<file path="src/rtl/dcd_pkg.sv">
package dcd_pkg;
   // mode/status word bit positions
   localparam int MB_SOP = 31;
   localparam int MB_EOP = 30;
   localparam int MB_OWN = 29;
   localparam int MB_EOQ = 28;
   localparam int MB_TDC = 27;
   localparam int MB_CRC = 26;

   localparam logic [31:0] TD_SENTINEL = 32'hFFFF_FFFC;

   // register indices
   localparam int RIDX_W   = 3;
   localparam logic [RIDX_W-1:0] RI_CTRL  = 3'd0;
   localparam logic [RIDX_W-1:0] RI_SRST  = 3'd1;
   localparam logic [RIDX_W-1:0] RI_TDOWN = 3'd2;
   localparam logic [RIDX_W-1:0] RI_HEAD  = 3'd3;
   localparam logic [RIDX_W-1:0] RI_CMPL  = 3'd4;

   typedef enum logic [2:0] {
      W_IDLE, W_RD0, W_RD1, W_RD2, W_RD3, W_CHK, W_XFER, W_WB
   } walk_state_t;

   typedef struct packed {
      logic [31:0] nxt;
      logic [31:0] buf_p;
      logic [31:0] len;
   } desc_t;
endpackage

</file>
<file path="src/rtl/dcd_softrst.sv">
module dcd_softrst #(
   parameter int CYC = 4
) (
   input  logic clk,
   input  logic rst_n,
   input  logic req,
   output logic active
);
   localparam int CW = $clog2(CYC + 1);

   generate
      if (CYC < 1) begin : g_bad_cyc
         $error("dcd_softrst: CYC must be at least 1");
      end
   endgenerate

   logic [CW-1:0] cnt;

   always_ff @(posedge clk or negedge rst_n) begin
      if (!rst_n)          cnt <= '0;
      else if (cnt != '0)  cnt <= cnt - CW'(1);
      else if (req)        cnt <= CW'(CYC);
   end

   assign active = (cnt != '0);

   // a request from the quiet state always starts the reset window
   a_r10_start: assert property (@(posedge clk) disable iff (!rst_n)
      (req && !active) |=> active);
endmodule

</file>
<file path="src/rtl/dcd_regs.sv">
module dcd_regs
   import dcd_pkg::*;
#(
   parameter int CHAN_ID = 0
) (
   input  logic              clk,
   input  logic              rst_n,
   input  logic              sreset,
   input  logic              we,
   input  logic [RIDX_W-1:0] addr,
   input  logic [31:0]       wdata,
   output logic [31:0]       rdata,
   input  logic [31:0]       head_i,
   input  logic              srst_active,
   input  logic              hw_cmpl_we,
   input  logic [31:0]       hw_cmpl_val,
   input  logic              td_done,
   output logic              en,
   output logic              td_req,
   output logic              cmpl_irq,
   output logic              head_we,
   output logic              srst_req
);
   logic [31:0] compl;
   logic        wr_ctrl, wr_td, wr_cmpl;

   assign wr_ctrl  = we && !sreset && (addr == RI_CTRL);
   assign wr_td    = we && !sreset && (addr == RI_TDOWN) && (wdata == 32'(CHAN_ID));
   assign wr_cmpl  = we && !sreset && (addr == RI_CMPL);
   assign head_we  = we && !sreset && (addr == RI_HEAD);
   assign srst_req = we && !srst_active && (addr == RI_SRST) && wdata[0];

   always_ff @(posedge clk or negedge rst_n) begin
      if (!rst_n) begin
         en       <= 1'b0;
         td_req   <= 1'b0;
         compl    <= '0;
         cmpl_irq <= 1'b0;
      end else if (sreset) begin
         en       <= 1'b0;
         td_req   <= 1'b0;
         compl    <= '0;
         cmpl_irq <= 1'b0;
      end else begin
         if (wr_ctrl) en <= wdata[0];
         if (td_done) td_req <= 1'b0;
         if (wr_td)   td_req <= 1'b1;
         if (td_done) begin
            compl    <= TD_SENTINEL;
            cmpl_irq <= 1'b1;
         end else if (hw_cmpl_we) begin
            compl    <= hw_cmpl_val;
            cmpl_irq <= 1'b1;
         end else if (wr_cmpl && (wdata == compl)) begin
            cmpl_irq <= 1'b0;
         end
      end
   end

   always_comb begin
      case (addr)
         RI_CTRL: rdata = {31'd0, en};
         RI_SRST: rdata = {31'd0, srst_active};
         RI_HEAD: rdata = head_i;
         RI_CMPL: rdata = compl;
         default: rdata = '0;
      endcase
   end

   // a matching acknowledge with no new completion clears the flag
   a_r8_ack_clears: assert property (@(posedge clk) disable iff (!rst_n || sreset)
      (wr_cmpl && (wdata == compl) && !hw_cmpl_we && !td_done) |=> !cmpl_irq);

   // a finished teardown always leaves the completion flag raised
   a_r9_td_flag: assert property (@(posedge clk) disable iff (!rst_n || sreset)
      td_done |=> cmpl_irq);
endmodule

</file>
<file path="src/rtl/dcd_walker.sv">
module dcd_walker
   import dcd_pkg::*;
#(
   parameter int DM_AW = 6,
   parameter int LEN_W = 11
) (
   input  logic             clk,
   input  logic             rst_n,
   input  logic             sreset,
   input  logic             en,
   input  logic             td_req,
   input  logic             head_we,
   input  logic [31:0]      head_wdata,
   output logic             dm_en,
   output logic             dm_we,
   output logic [DM_AW-1:0] dm_addr,
   output logic [31:0]      dm_wdata,
   input  logic [31:0]      dm_rdata,
   output logic             xfer_valid,
   output logic [31:0]      xfer_addr,
   output logic [LEN_W-1:0] xfer_len,
   input  logic             xfer_done,
   output logic [31:0]      head_o,
   output logic             busy,
   output logic             cmpl_we,
   output logic [31:0]      cmpl_val,
   output logic             td_done
);
   walk_state_t      st;
   logic [31:0]      ptr;
   logic             kick;
   desc_t            d;
   logic [31:0]      mode;
   logic [DM_AW-1:0] base;
   logic [31:0]      wb_mode;

   generate
      if (DM_AW == 32) begin : g_full_addr
         assign base = ptr;
      end else begin : g_trunc_addr
         logic unused_ptr_hi;
         assign base = ptr[DM_AW-1:0];
         assign unused_ptr_hi = ^ptr[31:DM_AW];
      end
      if (LEN_W == 32) begin : g_full_len
         assign xfer_len = d.len;
      end else begin : g_trunc_len
         logic unused_len_hi;
         assign xfer_len = d.len[LEN_W-1:0];
         assign unused_len_hi = ^d.len[31:LEN_W];
      end
   endgenerate

   always_comb begin
      wb_mode         = mode;
      wb_mode[MB_OWN] = 1'b0;
      if (d.nxt == '0) wb_mode[MB_EOQ] = 1'b1;
      if (td_req)      wb_mode[MB_TDC] = 1'b1;
   end

   always_comb begin
      dm_en    = 1'b0;
      dm_we    = 1'b0;
      dm_addr  = base;
      dm_wdata = '0;
      case (st)
         W_RD0: begin dm_en = 1'b1; dm_addr = base; end
         W_RD1: begin dm_en = 1'b1; dm_addr = base + DM_AW'(1); end
         W_RD2: begin dm_en = 1'b1; dm_addr = base + DM_AW'(2); end
         W_RD3: begin dm_en = 1'b1; dm_addr = base + DM_AW'(3); end
         W_WB: begin
            dm_en    = 1'b1;
            dm_we    = 1'b1;
            dm_addr  = base + DM_AW'(3);
            dm_wdata = wb_mode;
         end
         default: ;
      endcase
   end

   assign xfer_valid = (st == W_XFER);
   assign xfer_addr  = d.buf_p;
   assign head_o     = ptr;
   assign busy       = (st != W_IDLE) || (kick && en);
   assign cmpl_we    = (st == W_WB);
   assign cmpl_val   = ptr;
   assign td_done    = td_req && ((st == W_IDLE) || (st == W_WB));

   always_ff @(posedge clk or negedge rst_n) begin
      if (!rst_n) begin
         st   <= W_IDLE;
         ptr  <= '0;
         kick <= 1'b0;
         d    <= '0;
         mode <= '0;
      end else if (sreset) begin
         st   <= W_IDLE;
         ptr  <= '0;
         kick <= 1'b0;
         d    <= '0;
         mode <= '0;
      end else begin
         case (st)
            W_IDLE: begin
               if (td_req) begin
                  ptr  <= '0;
                  kick <= 1'b0;
               end else if (head_we) begin
                  ptr  <= head_wdata;
                  kick <= (head_wdata != '0);
               end else if (kick && en) begin
                  kick <= 1'b0;
                  st   <= W_RD0;
               end
            end
            W_RD0: st <= W_RD1;
            W_RD1: begin d.nxt   <= dm_rdata; st <= W_RD2; end
            W_RD2: begin d.buf_p <= dm_rdata; st <= W_RD3; end
            W_RD3: begin d.len   <= dm_rdata; st <= W_CHK; end
            W_CHK: begin
               mode <= dm_rdata;
               st   <= dm_rdata[MB_OWN] ? W_XFER : W_IDLE;
            end
            W_XFER: if (xfer_done) st <= W_WB;
            W_WB: begin
               if (td_req || (d.nxt == '0)) begin
                  ptr <= '0;
                  st  <= W_IDLE;
               end else begin
                  ptr <= d.nxt;
                  if (en) st <= W_RD0;
                  else begin
                     kick <= 1'b1;
                     st   <= W_IDLE;
                  end
               end
            end
            default: st <= W_IDLE;
         endcase
      end
   end

   // request fields hold until the done pulse
   a_r2_req_hold: assert property (@(posedge clk) disable iff (!rst_n || sreset)
      (xfer_valid && !xfer_done) |=> (xfer_valid && $stable(xfer_addr) && $stable(xfer_len)));

   // writeback only in the cycle after a done pulse
   a_r3_wb_after_done: assert property (@(posedge clk) disable iff (!rst_n || sreset)
      dm_we |-> $past(xfer_done));

   // a request only follows a fetched mode word owned by hardware
   a_r5_owned_only: assert property (@(posedge clk) disable iff (!rst_n || sreset)
      $rose(xfer_valid) |-> $past(dm_rdata[MB_OWN]));
endmodule

</file>
<file path="src/rtl/desc_chain_dma.sv">
module desc_chain_dma
   import dcd_pkg::*;
#(
   parameter int DM_AW       = 6,
   parameter int LEN_W       = 11,
   parameter int CHAN_ID     = 0,
   parameter int SRST_CYCLES = 4
) (
   input  logic             clk,
   input  logic             rst_n,
   input  logic             reg_we,
   input  logic [2:0]       reg_addr,
   input  logic [31:0]      reg_wdata,
   output logic [31:0]      reg_rdata,
   output logic             dm_en,
   output logic             dm_we,
   output logic [DM_AW-1:0] dm_addr,
   output logic [31:0]      dm_wdata,
   input  logic [31:0]      dm_rdata,
   output logic             xfer_valid,
   output logic [31:0]      xfer_addr,
   output logic [LEN_W-1:0] xfer_len,
   input  logic             xfer_done,
   output logic             cmpl_irq,
   output logic             busy
);
   generate
      if (DM_AW < 3 || DM_AW > 32) begin : g_bad_aw
         $error("desc_chain_dma: DM_AW must be in 3..32");
      end
      if (LEN_W < 1 || LEN_W > 32) begin : g_bad_len
         $error("desc_chain_dma: LEN_W must be in 1..32");
      end
      if (CHAN_ID < 0) begin : g_bad_id
         $error("desc_chain_dma: CHAN_ID must be non-negative");
      end
   endgenerate

   logic        eng_rst, srst_req;
   logic        en, td_req, td_done, head_we;
   logic        cmpl_we;
   logic [31:0] cmpl_val, head_val;

   dcd_softrst #(.CYC(SRST_CYCLES)) u_srst (
      .clk    (clk),
      .rst_n  (rst_n),
      .req    (srst_req),
      .active (eng_rst)
   );

   dcd_regs #(.CHAN_ID(CHAN_ID)) u_regs (
      .clk         (clk),
      .rst_n       (rst_n),
      .sreset      (eng_rst),
      .we          (reg_we),
      .addr        (reg_addr),
      .wdata       (reg_wdata),
      .rdata       (reg_rdata),
      .head_i      (head_val),
      .srst_active (eng_rst),
      .hw_cmpl_we  (cmpl_we),
      .hw_cmpl_val (cmpl_val),
      .td_done     (td_done),
      .en          (en),
      .td_req      (td_req),
      .cmpl_irq    (cmpl_irq),
      .head_we     (head_we),
      .srst_req    (srst_req)
   );

   dcd_walker #(.DM_AW(DM_AW), .LEN_W(LEN_W)) u_walk (
      .clk        (clk),
      .rst_n      (rst_n),
      .sreset     (eng_rst),
      .en         (en),
      .td_req     (td_req),
      .head_we    (head_we),
      .head_wdata (reg_wdata),
      .dm_en      (dm_en),
      .dm_we      (dm_we),
      .dm_addr    (dm_addr),
      .dm_wdata   (dm_wdata),
      .dm_rdata   (dm_rdata),
      .xfer_valid (xfer_valid),
      .xfer_addr  (xfer_addr),
      .xfer_len   (xfer_len),
      .xfer_done  (xfer_done),
      .head_o     (head_val),
      .busy       (busy),
      .cmpl_we    (cmpl_we),
      .cmpl_val   (cmpl_val),
      .td_done    (td_done)
   );

   // once a soft-reset cycle has passed, the engine issues nothing
   a_r10_quiet: assert property (@(posedge clk) disable iff (!rst_n)
      $past(eng_rst) |-> (!xfer_valid && !dm_en));
endmodule

</file>
<file path="config.mk">
export PLATFORM = sky130hd
export DESIGN_NAME = desc_chain_dma
export DESIGN_NICKNAME = d
export VERILOG_FILES = /design/src/rtl/dcd_pkg.sv /design/src/rtl/dcd_softrst.sv /design/src/rtl/dcd_regs.sv /design/src/rtl/dcd_walker.sv /design/src/rtl/desc_chain_dma.sv
export SDC_FILE = /design/constraint.sdc
export NUM_CORES = 1
export LEC_CHECK = 0
export ABC_AREA = 1
export BUFFER_PORTS_ARGS = -buffer_cell sky130_fd_sc_hd__buf_2
export CELL_PAD_IN_SITES_DETAIL_PLACEMENT = 2
export CELL_PAD_IN_SITES_GLOBAL_PLACEMENT = 2
export CORE_ASPECT_RATIO = 0.8
export CORE_MARGIN = 1.5
export CORE_UTILIZATION = 33
export CTS_BUF_LIST = sky130_fd_sc_hd__clkbuf_4
export DETAILED_ROUTE_END_ITERATION = 8
export PLACE_DENSITY = 0.9
export SYNTH_ARGS = -nofsm -noshare
export SYNTH_HDL_FRONTEND = slang
export SYNTH_SLANG_ARGS = --single-unit
</file>
<file path="constraint.sdc">
create_clock -name clk -period 3.3 [get_ports clk]
set_input_delay 0.825 -clock clk [delete_from_list [all_inputs] [get_ports clk]]
set_output_delay 0.825 -clock clk [all_outputs]
set_load 0.02 [all_outputs]
</file>
# Yosys cells after proc, flatten, opt, wreduce, memory -nomap -nowiden
# Cells that the tools add are included.
[op_classes] addsub=4 mul=0 div_mod_pow=0 n_lt_le_gt_ge=0 eq_ne=20 shifts=0 muxes=48 bitwise_logic=0 reduce_logical=37
[op_table] operator="$mux W32" n=13
[op_table] operator="$pmux W32 S4" n=1
[op_table] operator="$mux W96" n=1
[op_table] operator="$logic_not A32 Y1" n=2
[op_table] operator="$pmux W32 S2" n=1
[op_table] operator="$eq A32 B32 Y1" n=1
[op_table] operator="$reduce_bool A32 Y1" n=1
[op_table] operator="$mux W3" n=9
[op_table] operator="$pmux W3 S8" n=1
[op_table] operator="$mux W1" n=20
[op_table] operator="$pmux W6 S3" n=1
[op_table] operator="$eq A3 B3 Y1 const B" n=5
[op_table] operator="$reduce_bool A3 Y1" n=5
[op_table] operator="$add A6 B2 Y6 const B" n=2
[op_table] operator="$eq A3 B2 Y1 const B" n=4
[op_table] operator="$reduce_bool A2 Y1" n=6
[op_table] operator="$logic_and A1 B1 Y1" n=11
[op_table] operator="$ne A3 B3 Y1 const B" n=3
[op_table] operator="$reduce_and A4 Y1" n=2
[op_table] operator="$add A6 B1 Y6 const B" n=1
[op_table] operator="$eq A3 B1 Y1 const B" n=2
[op_table] operator="$logic_not A3 Y1" n=2
[op_table] operator="$ne A3 B2 Y1 const B" n=2
[op_table] operator="$ne A5 B4 Y1 const B" n=1
[op_table] operator="other kinds (10)" n=12
[word_totals] ff_bits=181 latch_bits=0 mem_bits_rw=0 rom_bits=0 in_bits=71 output_inout_bits=118 mem_count=0

# Longest topological paths before layout
# Gate-level depths: netlist (run 1).
[logic_depth] depth_word=9 depth_mapped=11

# Modules after synthesis
# A second synthesis (run 1) with hierarchy kept.
[hier_totals] hier_cells=1351 area_unflattened_um2=10241.1
[modules_own_cells] mod="dcd_walker" instances=1 cells_per_inst=956 area_each_um2=7653.6 seq_area_each_um2=3553.4
[modules_own_cells] mod="dcd_regs" instances=1 cells_per_inst=376 area_each_um2=2429.8 seq_area_each_um2=875.8
[modules_own_cells] mod="dcd_softrst" instances=1 cells_per_inst=19 area_each_um2=157.7 seq_area_each_um2=75.1

# Least setup slack after synthesis (run 1)
# No wires, ideal clock.
[synth_timing] kind="register to output" from="register u_walk.st[0]" to="output port dm_addr[4]" arrival_ns=2.078 required_ns=2.475 path_slack_ns=0.397 path_stages_with_launch=11 path_cell_list="dfrtp_1 > inv_2 > nand2_1 > nor2_2 > inv_2 > nand2_1 > inv_1 > fa_1 > nor2_1 > xor2_1 > o221ai_1"
[synth_via] elab_chain_len=3
[synth_rtl] item="from (decl)" line_no="dcd_walker.sv:29" source="walk_state_t st;"
[synth_rtl] item="from (signal assigned)" line_no="dcd_walker.sv:122" source="st <= dm_rdata[MB_OWN] ? W_XFER : W_IDLE;"
[synth_rtl] item="$eq A3 B3 Y1" line_no="dcd_walker.sv:66" source="case (st)"
[synth_rtl] item="$reduce_or A2 Y1 (no line)"
[synth_rtl] item="$pmux W6 S3 (*)" line_no="dcd_walker.sv:66"
[synth_rtl] item="to (decl)" line_no="desc_chain_dma.sv:17" source="output logic [DM_AW-1:0] dm_addr,"
# Every way passes the cells marked *; elsewhere a longest branch is shown, timed or not.

# Worst setup path in the final report (run 1)
# Same ends and word-level chain as after synthesis.

==> results of run 1 <==
## flip-flops by register name, summed over array words and instances (netlist names)
| name | cells |
|---|---|
| u_regs.en | 1 |
| u_walk.cmpl_val | 32 |
| u_walk.d | 32 |
| u_walk.xfer_addr | 32 |
| u_walk.st | 3 |
| u_regs.cmpl_irq | 1 |
| u_walk.xfer_len | 11 |
| u_regs.td_req | 1 |
| u_srst.cnt | 3 |
| u_walk.mode | 31 |
| u_walk.kick | 1 |
| u_regs.compl | 32 |
## layout make-up
cell class              instances  area [um2]
fillers                      3325       17400
flip-flops and latches        180        4510
multi-input cells             786        3900
repair buffers                221        1240
inverters                     157         592
well taps                     370         463
clock buffers                  18         135
clock inverters                12        83.8
diodes                          1        2.50
## Yosys cell counts, types with 2 or more instances
master,instances,share of area
nand4_1,4,0.0026
inv_2,8,0.0031
buf_2,25,0.013
o22ai_1,34,0.022
o31ai_1,2,0.0016
o21ai_0,113,0.059
inv_1,148,0.058
a21oi_2,2,0.0018
buf_1,2,0.00079
nand2_2,3,0.0020
nor2_4,2,0.0024
nor2_2,4,0.0026
mux2_2,21,0.025
dfrtp_1,180,0.47
buf_4,48,0.038
nor3_1,4,0.0021
o221ai_1,2,0.0018
o2111ai_1,2,0.0018
o21ai_1,2,0.0010
xnor2_1,21,0.019
nand2_1,203,0.080
nand3_1,68,0.036
nor2_1,207,0.081
a21oi_1,73,0.038
xor2_1,6,0.0055
clkbuf_1,29,0.011
nand3_2,2,0.0021
ha_1,2,0.0026
## placed cells by master (no fill, tap or decap), types with 34 or more instances in the layout
cell type	instances
inv_1	145
buf_2	181
o22ai_1	34
nand3_1	67
o21ai_0	112
a21oi_1	71
buf_4	35
nand2_1	201
dfrtp_1	177
nor2_1	204
## power breakdown
part	internal, mW	leakage, nW	switching (mW)
clock	0.300	0.115	0.851
combinational	1.74	2.79	3.55
sequential	3.14	2.35	0.718
total	5.18	5.26	5.12
## what timing repair did
action,4_1_cts,5_1_grt
buffers inserted,9,4
setup endpoints to repair,7,6
pin swaps,11,4
resized for setup,23,7
## routing by layer
| layer | GRT usage | part of all wire |
|---|---|---|
| met1 | 0.311 | 0.44 |
| met4 | 0.0637 | 0.017 |
| met5 | 0 | 0.00028 |
| met2 | 0.414 | 0.50 |
| met3 | 0.0469 | 0.041 |
## metrics by stage
step                 util  hold WS [ps]  total power, mW  setup TNS, ps
floorplan               -           442             7.49              0
global placement    0.371           452             8.57              0
detailed placement  0.371           470             8.97              0
CTS                 0.384           130             10.3          -64.2
global route        0.385           149             11.1           -221
finish              0.385           173             10.3              0
## cell families after synthesis
logic type | Yosys count
compound gates | 234
xor+xnor | 27
fa+ha+maj | 3
buf+inv | 262
flops | 180
mux | 21
other cells | 1
simple gates | 500
## worst paths after layout
check	startpoint	end	slack (ps)	cells past startpoint
min reg2reg	u_walk.xfer_len[1]	u_walk.xfer_len[1]	500	2
max reg2reg	u_walk.st[0]	u_walk.cmpl_val[2]	300	10
max	u_walk.st[0]	dm_addr[4]	60	11
max in group asynchronous	rst_n	u_regs.compl[27]	2260	2
min	rst_n	u_walk.mode[3]	170	1
min in group clk	u_walk.xfer_len[1]	u_walk.xfer_len[1]	500	2
==> metrics.txt, run 1 <==
dominant combinational cell family by area after synthesis simple AND/OR/NAND/NOR gates; core region area around 0.028 mm2; antenna violations before repair 2; Area growth, synth to finish 14.5%; Arrival @ worst endpoint between 2000 and 2500 ps; run status finished, final reports clean; CTS sink count 180; simple-gate portion of the synthesized area 0.215; TritonCTS Buffers 17; share of the clock period used by the worst path after layout 0.983; unrepaired setup endpoints after global routing yes; required time of the critical path between 2000 and 2500 ps; mux contribution to synthesized area 0.0248; buffers added on ports about 190; synthesized area approximately 0.0095 mm2; clock slew at reported path FFs roughly 160 ps; via count of the routed design a little under 9000; worst setup slack after layout 55.4 ps; Worst Setup Start Kind register; remaining design rule violation count 0; GRT Overall Usage 0.242; buffers and inverters on the worst path 4; worst slack at placement 48.6 ps; primary flip-flop cell chosen by synthesis mapping dfrtp_1; gate family responsible for the most delay along the worst path flip-flops; max-slew violations 0; maximum capacitance violations 0; #FFs+latches synth 180; RePlAce Congestion around 0.84; Max stage delay on crit path between 400 and 500 ps; Min-Delay Path Class input port to async pin; Ports approximately 190; total placed instance area between 0.01 and 0.015 mm2; Async S/R FF share, synth 1.00; slowest stage cell on the critical path dfrtp_2; critical-path cell list inv_4, nand2_4, nor2_4, inv_2, nand2_4, inv_2, fa_2, nor2_2, xor2_1, o221ai_1, buf_4; H-tree level count 4; Synth Warn # 0; nets ~1400; largest net degree at the start of global routing between 50 and 60; startpoint-to-endpoint class of the critical path register to output port; Compound-Gate Fraction of Synth Area 0.132; worst-skew pair later-pin latency between 600 and 700 ps; Pleak 5.26 nW; Final setup viols 0; post-layout instance count excluding filler cells roughly 1700; fraction of layout instances using a drive strength above 1 0.227; post-route cell area between 0.01 and 0.015 mm2; Routed WL 35600 um; quantity of hold-fixing buffers added after cts 0; CP max FO 2; detailed router's first-iteration violation count 487; number of placement rows 55; worst supply voltage drop on vdd around 0.56 mV; synthesized area per cell 7.77 um2; placed cell count around 1700; Rel. slew slack 0.363; Horiz. Die Dim 193 um; Die Outline Area approximately 0.030 mm2; vias in the first global route slightly below 10000; number of enable-type register cells in the synthesized netlist 0; library cells used by synthesis 39; total power per unit cell area 943 mW/mm2; number of nets still failing antenna checks after routing 0; sum of net half-perimeters after detailed placement between 20000 and 30000 um; wire length of the first global-routing pass roughly 55000 um; height of the chip around 160 um; Critical Path Sink Type output port; xor/xnor share of the synthesized area 0.0248; Max Clock Skew 34.1 ps; sequential area share after synthesis 0.472; GRT Residual Overflow 0; initial core utilization 0.336; maximum clock insertion buffer count 2; Syn Inst Count 1228; fmax 308 MHz; detailed-route vias per instance about 5; transition time at the pin with the least slew margin about 950 ps; number of failing hold endpoints at the final stage 0; Wirelength per Cell roughly 20 um; min cycle time layout 3240 ps; drt first pass iters 5; synthesized-area fraction occupied by adder cells 0.00472; total nets after synthesis around 1300; clock root cell clkbuf_4; clock tree from TritonCTS done
(Power assumes the default switching activity.)
==> inputs of run 2 (changes only) <==
==> constraint.sdc (replaced) <==
create_clock -name clk -period 3.45 [get_ports clk]
set_input_delay 0.8625 -clock clk [delete_from_list [all_inputs] [get_ports clk]]
set_output_delay 0.8625 -clock clk [all_outputs]
set_load 0.02 [all_outputs]
==> run 2 against run 1 <==
Effect of this change: count of clock-buffer cells in the layout decreased by 1; clock skew increased by 4.3 ps; sequential power decreased by 4%; critical path depth unchanged; clock power increased by 30%; cell count decreased by 0.29%; wire length decreased by 2.6%; non-clock buffer count decreased by 7; worst setup slack improved by 48 ps; largest power group unchanged.
==> metrics.txt, run 2 (same netlist as run 1, synthesis figures left out) <==
sum of net half-perimeters after detailed placement 25800 um; Final setup viols 0; startpoint of the worst-slack reg-to-reg timing path u_walk.st[0]; gate family responsible for the most delay along the worst path flip-flops; GRT Residual Overflow 0; CTS sink count 180; final hold slack between 200 and 250 ps; Max stage delay on crit path between 400 and 500 ps; vias in the first global route about 9800; quantity of hold-fixing buffers added after cts 0; min cycle time layout 3350 ps; RePlAce Congestion just over 0.8; Horiz. Die Dim around 190 um; Ports 189; post-route cell area 0.0110 mm2; Die Outline Area roughly 0.030 mm2; r2r setup slk between 800 and 900 ps; transition time at the pin with the least slew margin around 730 ps; required time of the critical path about 2600 ps; maximum capacitance violations 0; worst supply voltage drop on vdd 0.476 mV; detailed-route vias per instance approximately 5.1; slowest stage cell on the critical path dfrtp_2; largest net degree at the start of global routing 72; clock tree from TritonCTS done; number of placement rows 55; Min-Delay Path Class input port to async pin; Max Clock Skew 38.4 ps; GRT Overall Usage 0.238; via count of the routed design 8879; run status finished, final reports clean; height of the chip roughly 160 um; initial core utilization 0.336; most common cell after layout, fill and taps aside nor2_1; Pleak 5.29 nW; Routed WL between 30000 and 40000 um; buffers added on ports about 190; drt first pass iters 4; unrepaired setup endpoints after global routing yes; number of nets still failing antenna checks after routing 0; share of the core filled with cells in the final layout 0.388; antenna violations before repair 2; CP max FO 2; H-tree level count 4; wire length of the first global-routing pass about 55000 um; clock slew at reported path FFs 170 ps; source of the critical timing path u_walk.st[0]; Worst Setup Start Kind register; number of failing hold endpoints at the final stage 0; Rel. slew slack 0.515; worst slack at placement 105 ps; detailed router's first-iteration violation count 486; remaining design rule violation count 0; post-layout instance count excluding filler cells roughly 1700; maximum clock insertion buffer count 2; cells on worst reg2reg path 7; TNS Setup 0 ps; Tot Pwr 10.2 mW; worst setup slack after layout between 100 and 150 ps; buffers and inverters on the worst path 4; fraction of layout instances using a drive strength above 1 0.221; startpoint-to-endpoint class of the critical path register to output port; Area growth, synth to finish 15.3%; total power per unit cell area 925 mW/mm2; fmax 299 MHz; placed cell count between 1500 and 2000; share of the clock period used by the worst path after layout 0.970; critical-path cell list inv_4, nand2_4, nor2_4, inv_4, nand2_4, inv_2, fa_2, nor2_4, xor2_1, o221ai_1, buf_4; Arrival @ worst endpoint around 2500 ps; TritonCTS Buffers 17; Wirelength per Cell between 15 and 20 um; nets approximately 1400; core region area about 0.028 mm2; clock root cell clkbuf_4; worst-skew pair later-pin latency just over 600 ps; total placed instance area between 0.01 and 0.015 mm2; max-slew violations 0; Critical Path Sink Type output port; highest-count cells in the layout ignoring fill and taps nor2_1 (206), nand2_1 (201), buf_2 (183); reg-to-reg critical path endpoint u_walk.mode[26]
-- run 2: cell types whose count changed in the layout (fill, tap and decap cells not counted), moves of 2 or more --
cell,previous run,this run
inv_2,10,8
nor2_2,6,3
clkinv_2,3,1
buf_4,35,26
inv_6,4,2
nor2_1,204,206
buf_2,181,183
bufinv_16,0,5
nand3_2,3,1
-- run 2: layer usage --
metal / track usage / routed length, um / vias to the layer above
li1: - / - / 4118
met1: 0.310 / 15600 / 4551
met2: 0.412 / 17100 / 173
met3: 0.0390 / 1450 / 35
met4: 0.0604 / 559 / 2
met5: 0 / 10 / -
-- run 2: worst reg2reg max path, cell delays in order (launching register included) --
cell     delay [ps]
dfrtp_2         470
inv_4            80
buf_4           130
nor3_2           40
buf_4           220
inv_1           550
nand2_1         610
o21ai_0         340
-- run 2: worst max-delay path by stage --
stage / endpoint / slack [ps] / depth (start not counted)
after floorplan: dm_addr[4] / 510 / 10
after global placement: dm_addr[4] / 320 / 11
after detailed placement: dm_addr[4] / 110 / 11
after CTS: dm_addr[4] / 6 / 11
after global routing: dm_addr[2] / -50 / 11
final: dm_addr[4] / 100 / 11
-- run 2: report_power, final --
part	internal, mW	switching [mW]
Clock	0.653	0.836
Combinational	1.66	3.31
Sequential	3.00	0.710
-- run 2: cell type report --
class | instances | area, um2
antenna | 1 | 2.50
clock buffer | 17 | 128
clock inverter | 15 | 226
fill | 3336 | 17400
inverter | 157 | 594
multi-input combinational | 786 | 3880
sequential | 180 | 4510
tap | 370 | 463
timing repair buffer | 214 | 1190
-- run 2: repair_timing --
item | in CTS | in global routing
setup buffers | 4 | 1
setup endpoints to repair | 6 | 6
pin swaps | 4 | 4
resized for setup | 16 | 11
